### src/rtl/sarc_pkg.sv
package sarc_pkg;

    typedef enum logic [1:0] {
        ST_IDLE,
        ST_SIGN,
        ST_CONV,
        ST_DONE
    } sarc_state_e;

endpackage

### src/rtl/sarc_fsm.sv
module sarc_fsm
    import sarc_pkg::*;
#(
    parameter int W = 12,
    localparam int IW = $clog2(W)
) (
    input  logic          clk_i,
    input  logic          rst_ni,
    input  logic          start_i,
    output logic          accept_o,
    output logic          sign_o,
    output logic          conv_o,
    output logic          last_o,
    output logic          done_o,
    output logic [IW-1:0] idx_o
);

    localparam logic [IW-1:0] IDX_TOP = IW'(W - 1);

    sarc_state_e   state_q, state_d;
    logic [IW-1:0] idx_q, idx_d;

    // next state
    always_comb begin
        state_d = state_q;
        idx_d   = idx_q;
        unique case (state_q)
            ST_IDLE: begin
                if (start_i) state_d = ST_SIGN;
            end
            ST_SIGN: begin
                state_d = ST_CONV;
                idx_d   = IDX_TOP;
            end
            ST_CONV: begin
                if (idx_q == '0) begin
                    state_d = ST_DONE;
                end else begin
                    idx_d = idx_q - 1'b1;
                end
            end
            ST_DONE: begin
                state_d = ST_IDLE;
            end
            default: state_d = ST_IDLE;
        endcase
    end

    // state register
    always_ff @(posedge clk_i or negedge rst_ni) begin
        if (!rst_ni) begin
            state_q <= ST_IDLE;
            idx_q   <= '0;
        end else begin
            state_q <= state_d;
            idx_q   <= idx_d;
        end
    end

    // outputs
    always_comb begin
        accept_o = 1'b0;
        sign_o   = 1'b0;
        conv_o   = 1'b0;
        done_o   = 1'b0;
        unique case (state_q)
            ST_IDLE: accept_o = start_i;
            ST_SIGN: sign_o   = 1'b1;
            ST_CONV: conv_o   = 1'b1;
            ST_DONE: done_o   = 1'b1;
            default: ;
        endcase
        last_o = conv_o && (idx_q == '0);
        idx_o  = idx_q;
    end

    AST_DONE_PULSE: assert property (@(posedge clk_i) disable iff (!rst_ni)
        done_o |=> !done_o);
    AST_LAST_THEN_DONE: assert property (@(posedge clk_i) disable iff (!rst_ni)
        last_o |=> done_o);
    AST_SIGN_THEN_MSB: assert property (@(posedge clk_i) disable iff (!rst_ni)
        sign_o |=> (conv_o && idx_o == IDX_TOP));
    AST_SEARCH_UNBROKEN: assert property (@(posedge clk_i) disable iff (!rst_ni)
        (conv_o && !last_o) |=> (conv_o && idx_o == $past(idx_o) - 1'b1));

endmodule

### src/rtl/sarc_shreg.sv
module sarc_shreg #(
    parameter int W = 12,
    localparam int IW = $clog2(W)
) (
    input  logic          clk_i,
    input  logic          rst_ni,
    input  logic          sign_i,
    input  logic          conv_i,
    input  logic          cmp_i,
    input  logic [IW-1:0] idx_i,
    output logic [W-1:0]  trial_o,
    output logic [W-1:0]  decided_o
);

    localparam logic [W-1:0] ONE = W'(1);
    localparam logic [W-1:0] MSB = ONE << (W - 1);

    logic [W-1:0] trial_q;
    logic [W-1:0] bit_now;
    logic [W-1:0] bit_next;

    always_comb begin
        bit_now   = ONE << idx_i;
        bit_next  = (idx_i == '0) ? '0 : (bit_now >> 1);
        decided_o = cmp_i ? trial_q : (trial_q & ~bit_now);
    end

    always_ff @(posedge clk_i or negedge rst_ni) begin
        if (!rst_ni) begin
            trial_q <= '0;
        end else if (sign_i) begin
            trial_q <= MSB;
        end else if (conv_i) begin
            trial_q <= decided_o | bit_next;
        end
    end

    assign trial_o = trial_q;

    AST_KEEP_RAISES: assert property (@(posedge clk_i) disable iff (!rst_ni)
        (conv_i && cmp_i && idx_i != '0) |=> (trial_q > $past(trial_q)));
    AST_DROP_LOWERS: assert property (@(posedge clk_i) disable iff (!rst_ni)
        (conv_i && !cmp_i) |=> (trial_q < $past(trial_q)));

endmodule

### src/rtl/sarc_coder.sv
module sarc_coder #(
    parameter int W = 12
) (
    input  logic         clk_i,
    input  logic         rst_ni,
    input  logic         accept_i,
    input  logic         single_i,
    input  logic         bipolar_i,
    input  logic         sign_i,
    input  logic         cmp_i,
    input  logic         load_i,
    input  logic [W-1:0] code_i,
    output logic [W-1:0] result_o
);

    logic         m_single_q;
    logic         m_bip_q;
    logic         neg_q;
    logic [W-1:0] coded;
    logic [W-1:0] result_q;

    always_ff @(posedge clk_i or negedge rst_ni) begin
        if (!rst_ni) begin
            m_single_q <= 1'b0;
            m_bip_q    <= 1'b0;
        end else if (accept_i) begin
            m_single_q <= single_i;
            m_bip_q    <= bipolar_i;
        end
    end

    always_ff @(posedge clk_i or negedge rst_ni) begin
        if (!rst_ni) begin
            neg_q <= 1'b0;
        end else if (sign_i) begin
            neg_q <= !cmp_i;
        end
    end

    always_comb begin
        if (m_single_q) begin
            coded = code_i;
        end else if (m_bip_q) begin
            coded = {~code_i[W-1], code_i[W-2:0]};
        end else begin
            coded = neg_q ? '0 : code_i;
        end
    end

    always_ff @(posedge clk_i or negedge rst_ni) begin
        if (!rst_ni) begin
            result_q <= '0;
        end else if (load_i) begin
            result_q <= coded;
        end
    end

    assign result_o = result_q;

    AST_SINGLE_STRAIGHT: assert property (@(posedge clk_i) disable iff (!rst_ni)
        (load_i && m_single_q) |=> (result_o == $past(code_i)));
    AST_CLAMP_NEG: assert property (@(posedge clk_i) disable iff (!rst_ni)
        (load_i && !m_single_q && !m_bip_q && neg_q) |=> (result_o == '0));
    AST_BIP_MSB_FLIP: assert property (@(posedge clk_i) disable iff (!rst_ni)
        (load_i && !m_single_q && m_bip_q) |=> (result_o[W-1] != $past(code_i[W-1])));
    AST_RESULT_HOLD: assert property (@(posedge clk_i) disable iff (!rst_ni)
        !load_i |=> $stable(result_o));

endmodule

### src/rtl/sarc_top.sv
module sarc_top #(
    parameter int W = 12,
    localparam int IW = $clog2(W)
) (
    input  logic         clk_i,
    input  logic         rst_ni,
    input  logic         start_i,
    input  logic         single_i,
    input  logic         bipolar_i,
    input  logic         cmp_i,
    output logic [W-1:0] trial_o,
    output logic         sign_chk_o,
    output logic [W-1:0] result_o,
    output logic         done_o
);

    logic          accept;
    logic          sign_ph;
    logic          conv_ph;
    logic          last_bit;
    logic [IW-1:0] idx;
    logic [W-1:0]  trial_q;
    logic [W-1:0]  decided;

    sarc_fsm #(.W(W)) u_fsm (
        .clk_i    (clk_i),
        .rst_ni   (rst_ni),
        .start_i  (start_i),
        .accept_o (accept),
        .sign_o   (sign_ph),
        .conv_o   (conv_ph),
        .last_o   (last_bit),
        .done_o   (done_o),
        .idx_o    (idx)
    );

    sarc_shreg #(.W(W)) u_shreg (
        .clk_i     (clk_i),
        .rst_ni    (rst_ni),
        .sign_i    (sign_ph),
        .conv_i    (conv_ph),
        .cmp_i     (cmp_i),
        .idx_i     (idx),
        .trial_o   (trial_q),
        .decided_o (decided)
    );

    sarc_coder #(.W(W)) u_coder (
        .clk_i     (clk_i),
        .rst_ni    (rst_ni),
        .accept_i  (accept),
        .single_i  (single_i),
        .bipolar_i (bipolar_i),
        .sign_i    (sign_ph),
        .cmp_i     (cmp_i),
        .load_i    (last_bit),
        .code_i    (decided),
        .result_o  (result_o)
    );

    assign trial_o    = conv_ph ? trial_q : '0;
    assign sign_chk_o = sign_ph;

    AST_SIGN_ZERO_TRIAL: assert property (@(posedge clk_i) disable iff (!rst_ni)
        sign_chk_o |-> (trial_o == '0 && !done_o));
    AST_DONE_NEEDS_SEARCH: assert property (@(posedge clk_i) disable iff (!rst_ni)
        $rose(done_o) |-> ($past(trial_o) != '0 || $past(cmp_i) == 1'b0));

endmodule

### config.mk
export PLATFORM = sky130hd
export DESIGN_NAME = sarc_top
export DESIGN_NICKNAME = d
export VERILOG_FILES = /design/src/rtl/sarc_pkg.sv /design/src/rtl/sarc_fsm.sv /design/src/rtl/sarc_shreg.sv /design/src/rtl/sarc_coder.sv /design/src/rtl/sarc_top.sv
export SDC_FILE = /design/constraint.sdc
export NUM_CORES = 1
export LEC_CHECK = 0
export ABC_AREA = 1
export CAP_MARGIN = 20
export CORE_MARGIN = 2
export CORE_UTILIZATION = 50
export DETAILED_ROUTE_END_ITERATION = 10
export PLACE_DENSITY = 0.77
export RECOVER_POWER = 50
export SLEW_MARGIN = 20
export SYNTH_ARGS = -nofsm -noshare
export SYNTH_HDL_FRONTEND = slang
export SYNTH_SLANG_ARGS = --single-unit
### constraint.sdc
create_clock -name clk_i -period 3.54 [get_ports clk_i]
set_input_delay 0.708 -clock clk_i [delete_from_list [all_inputs] [get_ports clk_i]]
set_output_delay 0.708 -clock clk_i [all_outputs]
set_load 0.005 [all_outputs]
==> results of run 1 <==
cells by family after synthesis:
family                     Yosys count
and+or+nand+nor                    155
adders and majority gates           10
muxes                                1
AOI/OAI and AO/OA                   15
buffers and inverters               39
DFF                                 33
xor gates and xnor gates             1
stage by stage:
stage	worst slack (ns)	instance area, um2
5_1_grt	0.4255	2282
6_report	0.6075	2282
4_1_cts	0.7484	2297
3_5_place_dp	1.077	2196
3_3_place_gp	1.133	2196
2_1_floorplan	1.615	1878
synthesized netlist by cell type:
cell      instances
nor2_4            2
inv_4             1
nand4_1           2
nor3b_1           1
buf_2             3
inv_1            28
o21ai_0           9
nor2_1           12
nand3_1          17
nand2_4           2
nand2_1         116
dfrtp_1          33
ha_1             10
clkbuf_1          2
nand2b_1          2
a21oi_1           4
inv_2             1
xor2_1            1
mux2_2            1
buf_6             4
o21ai_1           2
nand2_2           1
sequential cells by signal, indices dropped and copies added, names as in the netlist:
register / count
u_coder.result_o: 12
u_shreg.trial_o: 12
u_fsm.idx_o: 4
u_fsm.state_q: 2
u_coder.m_bip_q: 1
u_coder.m_single_q: 1
u_coder.neg_q: 1
metal layers:
layer,GRT usage,vias up,routed length [um]
met4,0.08073,0,61
met3,0.06164,7,179
li1,-,834,-
met2,0.3214,35,1766
met1,0.2911,749,1905
met5,0,-,0
area by class of cell:
cell class / instances / area [um2]
timing repair buffer: 33 / 317.8
multi-input combinational: 182 / 862.1
tap: 48 / 60.06
sequential: 33 / 825.8
fill: 351 / 1351
inverter: 30 / 115.1
clock buffer: 7 / 96.34
clock inverter: 1 / 5.005
power breakdown:
| group | internal [W] | switching (W) | total [W] | leakage (nW) |
|---|---|---|---|---|
| Combinational | 0.000367 | 0.000524 | 0.000891 | 0.821 |
| Clock | 0.000176 | 0.000144 | 0.000319 | 0.0542 |
| Sequential | 0.000531 | 0.000136 | 0.000667 | 0.380 |
| Total | 0.00107 | 0.000803 | 0.00188 | 1.25 |
worst paths after layout:
check / from / end / cells past startpoint
worst max-delay path: u_fsm.state_q[0] / trial_o[2] / 6
min in group asynchronous: rst_ni / u_coder.result_o[1] / 2
worst max register to register: u_fsm.state_q[0] / u_coder.result_o[2] / 7
worst min-delay path: u_coder.result_o[7] / u_coder.result_o[7] / 2
worst min register to register: u_coder.result_o[7] / u_coder.result_o[7] / 2
max in group asynchronous: rst_ni / u_coder.result_o[10] / 2
tightest hold or removal path, cell delays in order (launching register included):
cell,delay [ns]
dfrtp_1,0.34
nand2_1,0.05
nand2_1,0.05
==> impl_metrics.ini, run 1 <==
[place]
dp.cells = 326
place_hpwl_mm = 2.793
io_buffers = 31
gp_congestion = 0.8612

[clock_network]
clockRootBuffer = clkbuf_8
insertion_delay_ns = 0.29
cts.sinks = 33
cts_inserted_buffers = 5
clkTransAtPathRegs_ns = 0.07
htree_levels = 2
tritoncts = done
post_cts_buffers = 0
clock_path_buffers = 2
cts_resized = 0
cts_hold_buf = 0

[routing]
ant_nets = 0
wl_mm = 3.912
drtPass1Iterations = 4
via_per_inst = 4.865
drc = 0
routedWlPerCell_um = 11.71
drt-initial-drc-count = 69
vias = 1625

[power]
p_per_area_nw_per_um2 = 822.4
power_w = 0.001877
vdd_drop_max_mv = 0.5387
power_leakage_nw = 1.255

[floorplanning]
die_area_um2 = 4262
die_w_um = 65.29
rows = 22
coreArea_um2 = 3633
start_util = 0.5169
ios = 32
die-height_um = 65.29

[synth]
synth_compound_area_frac = 0.03997
synth_xor_area_frac = 0.004664
yosysSeqAreaShare = 0.4397
syn-num-nets = 270
netlist_area_um2 = 1878
synthMuxAreaShare = 0.005996
avgSynthCellArea_um2 = 7.394
syn_inst = 254
yosys.area.top_type = dfrtp_1
synth_cell_types = 22
synth_area_leaders = dfrtp_1 (44%), nand2_1 (23%), ha_1 (6.7%)
ys_ff_latch = 33
netlist.area_leader.share = 0.4397
synth_top_family_by_area = simple AND/OR/NAND/NOR gates
synth-simple-area-share = 0.3458
synth_fa_ha_area_frac = 0.06662
ys_warn_count = 0

[timing]
slew_headroom = -0.1932
max_slew.worst_pin.slew_ns = 1.790
report.final.slew_viol_count = 34
layout_min_cycle_time_ns = 2.933
setup_viol = 0
hold_viol = 0
timing.setup.tns_ns = 0
fmax_mhz = 341.0
fin_crit_sh = 0.8284
clock_skew_ns = 0.002115
grt_setup_unrepaired = false
hold_slack_ns = 0.4722

[grt]
grt_usage = 0.2133
grt_pass1_vias = 1444
grt_max_degree = 34
antenna_found_initial = 0
grt-ovfl-total = 0
grt_pass1_wl_mm = 6.810

[setup_path]
r2r_setup_slack_ns = 1.10
cp_cell_sequence = inv_1 > ha_1 > clkbuf_1 > nand2_1 > inv_1 > clkdlybuf4s50_1
critPathKind = reg2out
path_delay_family = buffers and inverters
crit_top_cell = inv_1
cp.required_ns = 2.83
crit_arrival_ns = 2.22
start_kind = register
worst-path-buf-inv = 4
slowest_delay_ns = 0.48
crit_path_end_kind = output port
cpMaxStageDelayCell = clkdlybuf4s50_1
cp_max_fo = 10

[finish]
utilization = 0.6281
antenna_cells = 0
fin_nets = 301
syn_to_final_growth_pct = 21.52
drive_gt1_frac = 0.05245
finalNonFillerCells = 334
most-common-layout-cells = nand2_1 (117), dfrtp_1 (33), inv_1 (28)
final_common_cell = nand2_1

[run]
drv_cap = 1

[run_status]
status = finished with violations
violations = max-capacitance violations, max-slew violations

[min_path]
hp-class = reg2reg
No activity file was read; power rests on OpenSTA's default activity.
==> run 2: changes to the inputs <==
==> constraint.sdc (replaced) <==
create_clock -name clk_i -period 2.8 [get_ports clk_i]
set_input_delay 0.56 -clock clk_i [delete_from_list [all_inputs] [get_ports clk_i]]
set_output_delay 0.56 -clock clk_i [all_outputs]
set_load 0.005 [all_outputs]
==> impl_metrics.ini, run 2 (same netlist as run 1, synthesis figures left out) <==
[setup_path]
critPathCapture = trial_o[1]
cp.required_ns = 2.24
critPathKind = reg2out
r2r_setup_slack_ns = 0.82
crit_path_end_kind = output port
reg2reg_to = u_coder.result_o[2]
start_kind = register
crit_start = u_fsm.state_q[0]
crit_arrival_ns = 1.98
r2r_cells = 7
cp_max_fo = 13
rr_startpoint = u_fsm.state_q[0]

[clock_network]
insertion_delay_ns = 0.28
cts_resized = 0
clockRootBuffer = clkbuf_8
clkTransAtPathRegs_ns = 0.07
htree_levels = 2
clock_path_buffers = 2
cts_inserted_buffers = 5
cts.sinks = 33
post_cts_buffers = 0
tritoncts = done
cts_hold_buf = 0

[min_path]
hp-class = reg2reg

[floorplanning]
die_area_um2 = 4262
rows = 22
coreArea_um2 = 3633
ios = 32
start_util = 0.5169
die-height_um = 65.29
die_w_um = 65.29

[run]
drv_cap = 1

[run_status]
status = finished with violations
violations = max-capacitance violations, max-slew violations

[routing]
routedWlPerCell_um = 10.82
drtPass1Iterations = 4
wl_mm = 3.626
drt-initial-drc-count = 55
vias = 1599
drc = 0
via_per_inst = 4.773
ant_nets = 0

[timing]
hold_viol = 0
timing.setup.tns_ns = 0
clock_skew_ns = 0.003905
max_slew.worst_pin.slew_ns = 1.732
setup_viol = 0
fmax_mhz = 393.2
report.final.slew_viol_count = 34
layout_min_cycle_time_ns = 2.543
grt_setup_unrepaired = false
slew_headroom = -0.1545
fin_crit_sh = 0.9083

[finish]
final_cell_area_um2 = 2301
final_common_cell = nand2_1
most-common-layout-cells = nand2_1 (116), dfrtp_1 (33), inv_1 (28)
drive_gt1_frac = 0.06272
fillers = 332
fin_nets = 302
multi_input_area_um2 = 869.6
syn_to_final_growth_pct = 22.52
regArea_um2 = 825.8
antenna_cells = 0

[power]
vdd_drop_max_mv = 0.6227
power_leakage_nw = 1.267
p_per_area_nw_per_um2 = 1030

[place]
gp_congestion = 0.8507
place_area_um2 = 2203
place_hpwl_mm = 2.627
io_buffers = 31

[grt]
grt_pass1_wl_mm = 6.368
grt-ovfl-total = 0
grt_pass1_vias = 1433
grt_max_degree = 34
grt_usage = 0.1921
antenna_found_initial = 0
==> run 2: cell type report <==
class,count,share of cell area
repair buffers,34,0.1430
flip-flops and latches,33,0.3589
clock buffers,7,0.04187
clock inverters,1,0.002175
well taps,48,0.02610
multi-input cells,182,0.3779
inverters,30,0.05003
==> run 2: worst max-delay path: stages, from the launching register on <==
cell and delay [ns]:
dfrtp_1 0.41, inv_1 0.12, ha_1 0.50, nand2_1 0.12
inv_1 0.07, clkdlybuf4s50_1 0.49
==> run 2: worst min path at each step <==
stage,end,startpoint,slack [ns],depth (start not counted)
global route,u_coder.result_o[7],u_coder.result_o[7],0.49,2
CTS,u_coder.result_o[1],u_coder.result_o[1],0.48,2
global placement,u_coder.result_o[7],u_coder.result_o[7],0.46,2
floorplan,u_coder.m_bip_q,rst_ni,0.26,0
finish,u_coder.result_o[1],u_coder.result_o[1],0.47,2
detailed placement,u_coder.result_o[1],u_coder.result_o[1],0.47,2
==> run 2: report_power, final <==
part / switching, W / internal [W] / leakage [nW]
Clock: 0.000171 / 0.000222 / 0.0542
Combinational: 0.000663 / 0.000480 / 0.834
Sequential: 0.000161 / 0.000671 / 0.380
==> run 2: layer usage <==
layer,GRT usage,up-vias,routed length (um)
li1,-,836,-
met1,0.2539,724,1780
met2,0.3189,32,1646
met3,0.04623,7,158
met4,0.04688,0,41
met5,0,-,0
==> run 2: through the flow <==
stage	utilization	setup WS [ns]	cells	hold WS [ns]	power [W]
4_1_cts	0.6343	0.2341	335	0.4834	0.002408
5_1_grt	0.6333	0.09117	335	0.4881	0.002597
3_5_place_dp	0.6064	0.5506	327	0.4653	0.002014
3_3_place_gp	0.6064	0.6085	327	0.4606	0.001981
6_report	0.6333	0.2569	335	0.4700	0.002369
2_1_floorplan	-	1.023	254	0.2644	0.001599
